<file path="src/rtl/dtmf_cls_pkg.sv">
package dtmf_cls_pkg;
  localparam int NBIN  = 4;
  localparam int IDX_W = 2;
  localparam int GRP_LO = 0;
  localparam int GRP_HI = 1;

  function automatic int tone_hz(input int grp, input int idx);
    int lo_t [NBIN];
    int hi_t [NBIN];
    lo_t = '{697, 770, 852, 941};
    hi_t = '{1209, 1336, 1477, 1633};
    return (grp == GRP_LO) ? lo_t[idx] : hi_t[idx];
  endfunction

  function automatic int win_nom(input int clk_hz, input int nper, input int hz);
    return (nper * clk_hz) / hz;
  endfunction

  // longest in-band window of a group: upper edge of its lowest tone
  function automatic int win_max(input int clk_hz, input int nper, input int tol_div,
                                 input int grp);
    int n;
    n = win_nom(clk_hz, nper, tone_hz(grp, 0));
    return n + n / tol_div;
  endfunction
endpackage

</file>
<file path="src/rtl/tone_edge_sync.sv">
module tone_edge_sync (
  input  logic clk_i,
  input  logic rst_ni,
  input  logic tone_i,
  output logic rise_o
);
  logic [2:0] sh_q;

  always_ff @(posedge clk_i or negedge rst_ni) begin
    if (!rst_ni) sh_q <= '0;
    else         sh_q <= {sh_q[1:0], tone_i};
  end

  assign rise_o = sh_q[1] & ~sh_q[2];
endmodule

</file>
<file path="src/rtl/tone_period_meter.sv">
module tone_period_meter #(
  parameter int NPER  = 4,
  parameter int TMO   = 1000,
  parameter int CNT_W = 16
) (
  input  logic             clk_i,
  input  logic             rst_ni,
  input  logic             rise_i,
  output logic             meas_vld_o,
  output logic [CNT_W-1:0] sum_o,
  output logic             tmo_o
);
  localparam int PC_W  = $clog2(NPER + 1);
  localparam int GAP_W = $clog2(TMO + 1);

  logic             armed_q;
  logic [PC_W-1:0]  per_q;
  logic [CNT_W-1:0] win_q, win_inc;
  logic [GAP_W-1:0] gap_q;

  assign win_inc = (&win_q) ? win_q : win_q + 1'b1;

  always_ff @(posedge clk_i or negedge rst_ni) begin
    if (!rst_ni) begin
      armed_q    <= 1'b0;
      per_q      <= '0;
      win_q      <= '0;
      gap_q      <= '0;
      meas_vld_o <= 1'b0;
      sum_o      <= '0;
      tmo_o      <= 1'b0;
    end else begin
      meas_vld_o <= 1'b0;
      tmo_o      <= 1'b0;
      if (rise_i) begin
        gap_q <= '0;
        if (!armed_q) begin
          armed_q <= 1'b1;
          per_q   <= '0;
          win_q   <= '0;
        end else if (per_q == PC_W'(NPER - 1)) begin
          meas_vld_o <= 1'b1;
          sum_o      <= win_inc;
          per_q      <= '0;
          win_q      <= '0;
        end else begin
          per_q <= per_q + 1'b1;
          win_q <= win_inc;
        end
      end else if (armed_q) begin
        if (gap_q == GAP_W'(TMO)) begin
          tmo_o   <= 1'b1;
          armed_q <= 1'b0;
          gap_q   <= '0;
        end else begin
          gap_q <= gap_q + 1'b1;
          win_q <= win_inc;
        end
      end
    end
  end
endmodule

</file>
<file path="src/rtl/tone_bin_classifier.sv">
module tone_bin_classifier
  import dtmf_cls_pkg::*;
#(
  parameter int GRP     = GRP_LO,
  parameter int CLK_HZ  = 3579545,
  parameter int NPER    = 4,
  parameter int TOL_DIV = 40,
  parameter int CNT_W   = 16
) (
  input  logic             clk_i,
  input  logic             rst_ni,
  input  logic             meas_vld_i,
  input  logic [CNT_W-1:0] sum_i,
  input  logic             tmo_i,
  output logic [NBIN-1:0]  hit_o,
  output logic             any_hit_o,
  output logic             valid_o,
  output logic [IDX_W-1:0] idx_o
);
  logic [IDX_W-1:0] bin;
  logic             last_hit_q;
  logic [IDX_W-1:0] last_bin_q;

  for (genvar b = 0; b < NBIN; b++) begin : g_bin
    localparam int NOM = win_nom(CLK_HZ, NPER, tone_hz(GRP, b));
    localparam logic [CNT_W-1:0] LO_B = CNT_W'(NOM - NOM / TOL_DIV);
    localparam logic [CNT_W-1:0] HI_B = CNT_W'(NOM + NOM / TOL_DIV);
    assign hit_o[b] = (sum_i >= LO_B) && (sum_i <= HI_B);
  end

  assign any_hit_o = |hit_o;

  always_comb begin
    bin = '0;
    for (int b = NBIN - 1; b >= 0; b--) begin
      if (hit_o[b]) bin = IDX_W'(b);
    end
  end

  always_ff @(posedge clk_i or negedge rst_ni) begin
    if (!rst_ni) begin
      last_hit_q <= 1'b0;
      last_bin_q <= '0;
      valid_o    <= 1'b0;
      idx_o      <= '0;
    end else if (tmo_i) begin
      last_hit_q <= 1'b0;
      valid_o    <= 1'b0;
    end else if (meas_vld_i) begin
      if (any_hit_o) begin
        last_hit_q <= 1'b1;
        last_bin_q <= bin;
        if (last_hit_q && (bin == last_bin_q)) begin
          valid_o <= 1'b1;
          idx_o   <= bin;
        end else begin
          valid_o <= 1'b0;
        end
      end else begin
        last_hit_q <= 1'b0;
        valid_o    <= 1'b0;
      end
    end
  end
endmodule

</file>
<file path="src/rtl/dtmf_pair_classifier.sv">
module dtmf_pair_classifier
  import dtmf_cls_pkg::*;
#(
  parameter int CLK_HZ  = 3579545,
  parameter int NPER    = 4,
  parameter int TOL_DIV = 40
) (
  input  logic       clk_i,
  input  logic       rst_ni,
  input  logic       low_tone_i,
  input  logic       high_tone_i,
  output logic       est_o,
  output logic [1:0] low_idx_o,
  output logic [1:0] high_idx_o
);
  localparam int TMO_MAX = win_max(CLK_HZ, NPER, TOL_DIV, GRP_LO);
  localparam int CNT_W   = $clog2(NPER * TMO_MAX + 1);

  logic [1:0]       tone_in;
  logic [1:0]       rise;
  logic [1:0]       meas_vld;
  logic [1:0]       tmo;
  logic [1:0]       any_hit;
  logic [1:0]       grp_valid;
  logic [CNT_W-1:0] sum [2];
  logic [NBIN-1:0]  hit [2];
  logic [IDX_W-1:0] idx [2];
  logic [2*NBIN-1:0] hit_flat;

  assign tone_in = {high_tone_i, low_tone_i};

  for (genvar g = 0; g < 2; g++) begin : g_grp
    localparam int TMO = win_max(CLK_HZ, NPER, TOL_DIV, g);

    tone_edge_sync u_sync (
      .clk_i  (clk_i),
      .rst_ni (rst_ni),
      .tone_i (tone_in[g]),
      .rise_o (rise[g])
    );

    tone_period_meter #(.NPER(NPER), .TMO(TMO), .CNT_W(CNT_W)) u_meter (
      .clk_i      (clk_i),
      .rst_ni     (rst_ni),
      .rise_i     (rise[g]),
      .meas_vld_o (meas_vld[g]),
      .sum_o      (sum[g]),
      .tmo_o      (tmo[g])
    );

    tone_bin_classifier #(
      .GRP(g), .CLK_HZ(CLK_HZ), .NPER(NPER), .TOL_DIV(TOL_DIV), .CNT_W(CNT_W)
    ) u_cls (
      .clk_i      (clk_i),
      .rst_ni     (rst_ni),
      .meas_vld_i (meas_vld[g]),
      .sum_i      (sum[g]),
      .tmo_i      (tmo[g]),
      .hit_o      (hit[g]),
      .any_hit_o  (any_hit[g]),
      .valid_o    (grp_valid[g]),
      .idx_o      (idx[g])
    );

    assign hit_flat[g*NBIN +: NBIN] = hit[g];
  end

  assign est_o      = grp_valid[GRP_LO] & grp_valid[GRP_HI];
  assign low_idx_o  = idx[GRP_LO];
  assign high_idx_o = idx[GRP_HI];
endmodule

</file>
<file path="config.mk">
export PLATFORM = sky130hd
export DESIGN_NAME = dtmf_pair_classifier
export DESIGN_NICKNAME = d
export VERILOG_FILES = /design/src/rtl/dtmf_cls_pkg.sv /design/src/rtl/tone_edge_sync.sv /design/src/rtl/tone_period_meter.sv /design/src/rtl/tone_bin_classifier.sv /design/src/rtl/dtmf_pair_classifier.sv
export SDC_FILE = /design/constraint.sdc
export NUM_CORES = 1
export LEC_CHECK = 0
export ABC_AREA = 1
export BUFFER_PORTS_ARGS = -buffer_cell sky130_fd_sc_hd__buf_2
export CORE_UTILIZATION = 55
export DETAILED_ROUTE_END_ITERATION = 6
export PLACE_DENSITY = 0.74
export SLEW_MARGIN = 10
export SYNTH_ARGS = -nofsm -noshare
export SYNTH_HDL_FRONTEND = slang
export SYNTH_SLANG_ARGS = --single-unit
</file>
<file path="constraint.sdc">
create_clock -name clk_i -period 1.8 [get_ports clk_i]
set_input_delay 0.18 -clock clk_i [delete_from_list [all_inputs] [get_ports clk_i]]
set_output_delay 0.18 -clock clk_i [all_outputs]
set_load 0.05 [all_outputs]
</file>
==> results by group, run 1 <==
Detailed routing
  • DRC violation count after routing: 0
  • First drt pass iteration count: 5
  • Vias after detailed routing: 6849
  • Residual antenna-violating net count after detailed routing: 0
  • Number of violations reported at the end of detailed-routing iteration 0: 481
  • Final WL: 18390 µm
  • Detail-routed via count per cell: 5.380
  • Detail-routed net length per standard cell: approximately 14 µm

Place
  • Half-perimeter wire length of the detailed placement result: between 10000 and 15000 µm
  • Cell Count Post-Placement: 1213
  • Total cell area at the placement stage: 7956 µm²
  • RD Place Congestion: between 0.9 and 1
  • Buffers added on ports: 8
  • Post-Place Setup Slack: -28.60 ps

Global routing
  • Wire length of the first global-routing pass: 28460 µm
  • Maximum number of pins on one net before global-route repair: 47
  • Number of antenna violations at the first check in global routing: 0
  • Number of global-route vias before repair: 6244
  • Grt ovf: 0
  • Total global routing track utilization: 0.2719

Logic synthesis
  • Average footprint of a synthesized cell: 7.346 µm²
  • Primary FF master, synth: dfrtp_1
  • Sequential area share after synthesis: 0.4397
  • Yosys cell types: 43
  • Number of cells produced by synthesis: 984
  • Count of flip-flops with a built-in enable after synthesis: 0
  • Number of synthesis warnings: 0
  • Flip-flop and latch count after synthesis: around 130
  • Fraction of registers with async set/reset: 1.000
  • Net count after synthesis: 995
  • Mapped cell area: 7228 µm²

Worst setup path
  • Required arrival time at the worst endpoint: around 2200 ps
  • Slowest stage cell on the critical path: dfrtp_1
  • Critical path buffer and inverter count: 0
  • RR Startpoint: g_grp[0].u_meter.win_q[0]
  • FF-to-FF path depth: 12
  • Worst path arrival time: around 2200 ps
  • Start-to-end type of the worst setup path: reg -> reg
  • Gate family responsible for the most delay along the worst path: simple AND/OR/NAND/NOR gates
  • Delay of the slowest cell on the worst path: roughly 380 ps
  • Worst flop-to-flop path endpoint: g_grp[0].u_meter.sum_o[8]
  • Setup slack of the most critical reg-to-reg path: -20 ps
  • CP max FO: 3
  • CP Cell Sequence: ha_4 > nand3_4 > nor3_4 > nand2_1 > nor2_2 > nand3_2 > nand2_2 > nor2_2 > nand2_2 > xor2_2 > nand2_1 > o21ai_1
  • Kind of end point of the critical path: register
  • Crit start category: register

Clocking
  • TritonCTS clock tree: yes
  • CTS Buffer Depth: 2
  • H-tree levels: 4
  • Cts bufs inserted: 17
  • Clock network latency to the later pin of the worst-skew pair: 420 ps
  • CTS clock-pin slew for the worst setup and hold paths: around 60 ps
  • Clk sinks: ~130
  • Master cell of the clock root buffer: clkbuf_16

Die
  • Core footprint: 12720 µm²
  • Top-Level Pins: 9
  • Starting density of the core: 0.5682
  • Die Wd: ~120 µm
  • Die Y-Extent: 116.6 µm
  • Row cnt: between 40 and 50
  • Die ar.: 13600 µm²

Power
  • Share of total power in combinational logic: 0.273
  • Static power due to leakage: between 4 and 5 nW
  • Relative contribution of the clock network to total power: 0.333
  • Sw frac: 0.3398
  • Power per Cell Area: 1019 nW/µm²
  • Net switching component of the power: 3.206 mW
  • Peak VDD IR: 1147 µV
  • Share of total power in sequential cells: 0.394
  • Internal portion of total power: around 6.2 mW

STA
  • Final min period: 1817 ps
  • Final hold slack: between 200 and 300 ps
  • Fmax achieved: 550.5 MHz
  • Transition time of the tightest slew-check pin: ~450 ps
  • Final max-slew violation count: 0
  • Ratio of final minimum period to clock period: 1.009
  • Setup repair after global routing missed its margin: yes
  • Post-layout worst setup margin: -16.66 ps
  • Setup-violating endpoint count in the final report: 4
  • Fin. Hold Viols: 0
  • Worst-case headroom to the max-slew limit: 0.6954
  • Worst clock skew: 5.940 ps

Outcome
  • Result of the run: complete, but fails checks
  • Violations in the final reports: negative setup slack

Cells and area
  • Final design area excluding fillers: a little over 9000 µm²
  • Non-filler cells, final: 1273
  • Synthesis-to-finish area growth: 28.08%
  • Fillers: 1016
  • Total number of nets in the final design: 1101
  • Diodes inserted: 0
  • Proportion of layout cells with a drive suffix above 1: 0.2598

Job
  • Max-capacitance violation count: 0

Hold path
  • Class of the tightest hold or removal check: in -> async
[how the worst max path moves through the flow]
stage,slack [ps],to,cells past startpoint,from
2_1_floorplan,20,g_grp[0].u_meter.sum_o[14],11,g_grp[0].u_meter.win_q[0]
3_3_place_gp,10,g_grp[0].u_cls.last_bin_q[1],12,g_grp[0].u_meter.sum_o[15]
3_5_place_dp,-30,g_grp[1].u_cls.idx_o[1],14,g_grp[1].u_meter.sum_o[8]
4_1_cts,0.9,g_grp[1].u_cls.idx_o[1],14,g_grp[1].u_meter.sum_o[8]
5_1_grt,-180,g_grp[0].u_cls.idx_o[0],15,g_grp[0].u_meter.sum_o[14]
6_report,-20,g_grp[0].u_meter.sum_o[8],12,g_grp[0].u_meter.win_q[0]
[cells in the final DEF (no fill, tap or decap), types with 17 or more instances in the layout]
cell and count:
nand4_1 21, nand3_1 45, nor2_1 100, nor2_2 30, nand2_2 37, dfrtp_1 118
buf_4 79, inv_2 18, nand2_1 223, clkbuf_16 17, xor2_1 26, inv_1 109
a21oi_1 38, o21ai_0 52
[repair_timing]
item / CTS / global route
endpoints found under the setup margin: 12 / 73
cloned: 0 / 1
resized for setup: 18 / 148
endpoints found under the hold margin: 43 / 0
hold buffers: 3 / 0
pin swaps: 5 / 40
setup buffers: 2 / 24
[kinds of logic after synthesis]
logic type	count (synthesis)	share of synthesized area
AND/OR/NAND/NOR	514	0.3060
AO/OA/AOI/OAI	158	0.1265
buffers and inverters	146	0.07668
flip-flops	127	0.4397
XOR/XNOR	31	0.03756
adder cells (fa/ha/maj)	7	0.01212
multiplexers	1	0.001385
[registers in the layout, summed over array words and instances (netlist names), 4 cells and up]
register,cells
g_grp.u_cls.idx_o,4
g_grp.u_sync.sh_q,6
g_grp.u_meter.win_q,34
g_grp.u_meter.per_q,6
g_grp.u_meter.gap_q,29
g_grp.u_meter.sum_o,34
g_grp.u_cls.last_bin_q,4
[layout make-up]
type,count,area (µm²),area share
clock buffer,24,471.7,0.05095
tap,172,215.2,0.02325
multi-input combinational,711,4001,0.4322
sequential,127,3189,0.3445
timing repair buffer,99,799.5,0.08636
inverter,133,511.7,0.05528
clock inverter,6,61.31,0.006623
timing repair inverter,1,7.507,0.0008109
[power groups by stage]
stage / clock [mW] / sequential [mW] / combinational (mW)
after floorplan: 0 / 3.62 / 1.38
after global placement: 0 / 3.65 / 2.01
after detailed placement: 0 / 3.67 / 2.06
after CTS: 3.19 / 3.63 / 2.09
after global routing: 3.33 / 3.76 / 2.87
final: 3.15 / 3.71 / 2.57
[synth_stat cells, drive strengths merged (2+ instances only)]
| cell type | count | share of area |
|---|---|---|
| a31oi | 6 | 0.0052 |
| clkbuf | 8 | 0.0042 |
| nand3 | 53 | 0.040 |
| o22ai | 15 | 0.013 |
| nand4 | 21 | 0.018 |
| a22oi | 4 | 0.0042 |
| o21a | 4 | 0.0042 |
| o21ai | 70 | 0.051 |
| nor3 | 27 | 0.021 |
| inv | 131 | 0.068 |
| a21boi | 3 | 0.0036 |
| o31ai | 3 | 0.0031 |
| xor2 | 30 | 0.036 |
| and3 | 2 | 0.0017 |
| dfrtp | 127 | 0.44 |
| nand2 | 262 | 0.14 |
| a22o | 5 | 0.0061 |
| a21oi | 43 | 0.030 |
| nor4 | 2 | 0.0017 |
| nor2 | 145 | 0.081 |
| buf | 5 | 0.0035 |
| nor3b | 2 | 0.0021 |
| clkinv | 2 | 0.0010 |
| ha | 7 | 0.012 |
[layer usage]
metal  wire length, µm  track usage
met1              8109       0.3552
met2              9011       0.4497
met3               817      0.05449
met4               448      0.09958
met5                 0            0
[worst register-to-register path, delay by kind of cell, from the launching register on]
kind | cells | cell delay (ps)
XOR/XNOR | 1 | 170
AO/OA/AOI/OAI | 1 | 80
flip-flops | 1 | 380
adder cells (fa/ha/maj) | 1 | 170
AND/OR/NAND/NOR | 9 | 940
[metrics by stage]
stage               total power, mW  utilization  setup TNS, ps
floorplan                     5.007            -              0
global placement              5.662       0.6254              0
detailed placement            5.731       0.6254         -170.1
CTS                           8.921       0.6751              0
global route                  9.962       0.7277          -2129
finish                        9.434       0.7277         -27.45
Power figures use the tool's default switching activity.
==> run 2: changes to the inputs <==
--- a/config.mk
+++ b/config.mk
@@ -9,7 +9,7 @@
 export BUFFER_PORTS_ARGS = -buffer_cell sky130_fd_sc_hd__buf_2
 export CORE_UTILIZATION = 55
 export DETAILED_ROUTE_END_ITERATION = 6
-export PLACE_DENSITY = 0.74
+export PLACE_DENSITY = 0.81
 export SLEW_MARGIN = 10
 export SYNTH_ARGS = -nofsm -noshare
 export SYNTH_HDL_FRONTEND = slang
==> results by group, run 2 (synthesis gave the netlist of run 1 again) <==
Worst setup path
  • Required arrival time at the worst endpoint: 2120 ps (was 2150 ps)
  • CP max FO: 4 (was 3)
  • Worst path arrival time: 2290 ps (was 2170 ps)
  • Kind of end point of the critical path: register (unchanged)
  • Setup slack of the most critical reg-to-reg path: -170 ps (was -20 ps)
  • Start-to-end type of the worst setup path: reg -> reg (unchanged)
  • Crit start category: register (unchanged)

Clocking
  • CTS Buffer Depth: 2 (unchanged)
  • TritonCTS clock tree: yes (unchanged)
  • CTS clock-pin slew for the worst setup and hold paths: 50 ps (was 60 ps)
  • Master cell of the clock root buffer: clkbuf_16 (unchanged)
  • H-tree levels: 4 (unchanged)
  • Clock network latency to the later pin of the worst-skew pair: 430 ps (was 420 ps)
  • Clk sinks: 127 (unchanged)
  • Cts bufs inserted: 17 (unchanged)

Cells and area
  • Proportion of layout cells with a drive suffix above 1: 0.2830 (was 0.2598)
  • Fillers: 853 (was 1016)
  • Total number of nets in the final design: 1106 (was 1101)
  • Largest registers: g_grp.u_meter.sum_o: 34 flops, g_grp.u_meter.win_q: 34 flops, g_grp.u_meter.gap_q: 29 flops (unchanged)
  • Most common cell after layout, fill and taps aside: nand2_1 (unchanged)
  • Diodes inserted: 0 (unchanged)
  • Most used cells in the layout excluding fill and tap cells: nand2_1 (217), dfrtp_1 (113), inv_1 (109) (was nand2_1 (223), dfrtp_1 (118), inv_1 (109))
  • Multi-input gate area in the final layout: 4133 µm² (was 4001 µm²)
  • Synthesis-to-finish area growth: 31.37% (was 28.08%)
  • Non-filler cells, final: 1278 (was 1273)
  • FF/Latch Area: 3196 µm² (was 3189 µm²)

STA
  • Setup-violating endpoint count in the final report: 12 (was 4)
  • Fmax achieved: 507.7 MHz (was 550.5 MHz)
  • Setup Total Neg Slack: -947.1 ps (was -27.45 ps)
  • Fin. Hold Viols: 0 (unchanged)
  • Ratio of final minimum period to clock period: 1.094 (was 1.009)
  • Final min period: 1970 ps (was 1817 ps)
  • Setup repair after global routing missed its margin: yes (unchanged)
  • Final max-slew violation count: 0 (unchanged)
  • Final hold slack: 222.7 ps (was 268.2 ps)
  • Transition time of the tightest slew-check pin: 395.7 ps (was 452.7 ps)
  • Worst-case headroom to the max-slew limit: 0.7342 (was 0.6954)
  • Worst clock skew: 11.83 ps (was 5.940 ps)
  • Post-layout worst setup margin: -169.6 ps (was -16.66 ps)

Power
  • Peak VDD IR: 675.0 µV (was 1147 µV)
  • Relative contribution of the clock network to total power: 0.340 (was 0.333)
  • Share of total power in combinational logic: 0.282 (was 0.273)
  • Sw frac: 0.3413 (was 0.3398)
  • Static power due to leakage: 4.427 nW (was 4.314 nW)
  • Post-layout total power: 9.956 mW (was 9.434 mW)
  • Power per Cell Area: 1049 nW/µm² (was 1019 nW/µm²)
  • Share of total power in sequential cells: 0.378 (was 0.394)
  • Net switching component of the power: 3.398 mW (was 3.206 mW)
  • Internal portion of total power: 6.558 mW (was 6.228 mW)

Global routing
  • Grt ovf: 0 (unchanged)
  • Total global routing track utilization: 0.2689 (was 0.2719)
  • Wire length of the first global-routing pass: 28320 µm (was 28460 µm)
  • Number of antenna violations at the first check in global routing: 0 (unchanged)
  • Maximum number of pins on one net before global-route repair: 47 (unchanged)
  • Number of global-route vias before repair: 6204 (was 6244)

Detailed routing
  • Vias after detailed routing: 7336 (was 6849)
  • Final WL: 20650 µm (was 18390 µm)
  • Detail-routed net length per standard cell: 16.15 µm (was 14.44 µm)
  • DRC violation count after routing: 0 (unchanged)
  • Detail-routed via count per cell: 5.740 (was 5.380)
  • First drt pass iteration count: 6 (was 5)
  • Number of violations reported at the end of detailed-routing iteration 0: 716 (was 481)
  • Residual antenna-violating net count after detailed routing: 0 (unchanged)

Place
  • RD Place Congestion: 0.9430 (was 0.9241)
  • Post-Place Setup Slack: -116.0 ps (was -28.60 ps)
  • Buffers added on ports: 8 (unchanged)
  • Half-perimeter wire length of the detailed placement result: 11630 µm (was 12170 µm)
  • Cell Count Post-Placement: 1206 (was 1213)

Die
  • Starting density of the core: 0.5682 (unchanged)
  • Die Y-Extent: 116.6 µm (unchanged)
  • Top-Level Pins: 9 (unchanged)
  • Core footprint: 12720 µm² (unchanged)
  • Die Wd: 116.6 µm (unchanged)
  • Die ar.: 13600 µm² (unchanged)
  • Row cnt: 41 (unchanged)

Job
  • Max-capacitance violation count: 0 (unchanged)

Outcome
  • Violations in the final reports: negative setup slack (unchanged)
  • Result of the run: complete, but fails checks (unchanged)

Hold path
  • Class of the tightest hold or removal check: in -> async (unchanged)
==> run 2: worst max-delay path, stage by stage (launching register included) <==
cell and delay, ps:
dfrtp_1 400, inv_1 160, nand2_1 90, nor2_1 170, nand2_1 90, nor2_2 130, nor2_2 50, nand2_1 80
nand3_2 110, nand2_2 120, nand2_2 50, a21boi_2 170, nand3_1 110, nand2_1 80, inv_1 40
==> run 2: area by class of cell <==
class / instances / share of cell area
inverters: 133 / 0.05429
clock buffers: 24 / 0.05179
repair buffers: 104 / 0.09000
well taps: 172 / 0.02266
clock inverters: 6 / 0.008697
multi-input cells: 711 / 0.4352
flip-flops and latches: 127 / 0.3365
repair inverters: 1 / 0.0007906
==> run 2: final timing paths <==
| check | start | to | depth (start not counted) |
|---|---|---|---|
| max | g_grp[0].u_meter.sum_o[9] | g_grp[0].u_cls.idx_o[1] | 14 |
| min | rst_ni | g_grp[1].u_cls.idx_o[0] | 2 |
| max reg2reg | g_grp[0].u_meter.sum_o[9] | g_grp[0].u_cls.idx_o[1] | 14 |
| min reg2reg | g_grp[1].u_sync.sh_q[0] | g_grp[1].u_sync.sh_q[1] | 0 |
| max in group asynchronous | rst_ni | g_grp[0].u_meter.win_q[15] | 3 |
| min in group clk_i | g_grp[1].u_sync.sh_q[0] | g_grp[1].u_sync.sh_q[1] | 0 |
==> run 2: metal layers <==
metal | up-vias | global-route usage | wire, µm
li1 | 3410 | - | -
met1 | 3468 | 0.3674 | 8448
met2 | 367 | 0.4241 | 10060
met3 | 91 | 0.05812 | 1378
met4 | 0 | 0.09620 | 757
met5 | - | 0 | 0
==> run 2: per-stage QoR <==
step	area, µm²	utilization
floorplan	7228	-
global placement	7888	0.6200
detailed placement	7888	0.6200
CTS	8583	0.6747
global route	9495	0.7464
finish	9495	0.7464
==> run 2: timing repair <==
item,in CTS,in global routing
pin swaps,7,65
endpoints found under the setup margin,18,80
endpoints found under the hold margin,24,0
cloned,0,1
resized for setup,22,188
hold buffers,3,0
buffers inserted,3,35
==> run 2: power groups by stage <==
stage                     logic [mW]  registers [mW]  clock network (mW)
final                           2.81            3.76                3.38
after global routing            3.08            3.82                3.51
after CTS                       2.07            3.65                3.37
after detailed placement        1.98            3.68                   0
after global placement          1.92            3.66                   0
after floorplan                 1.38            3.62                   0
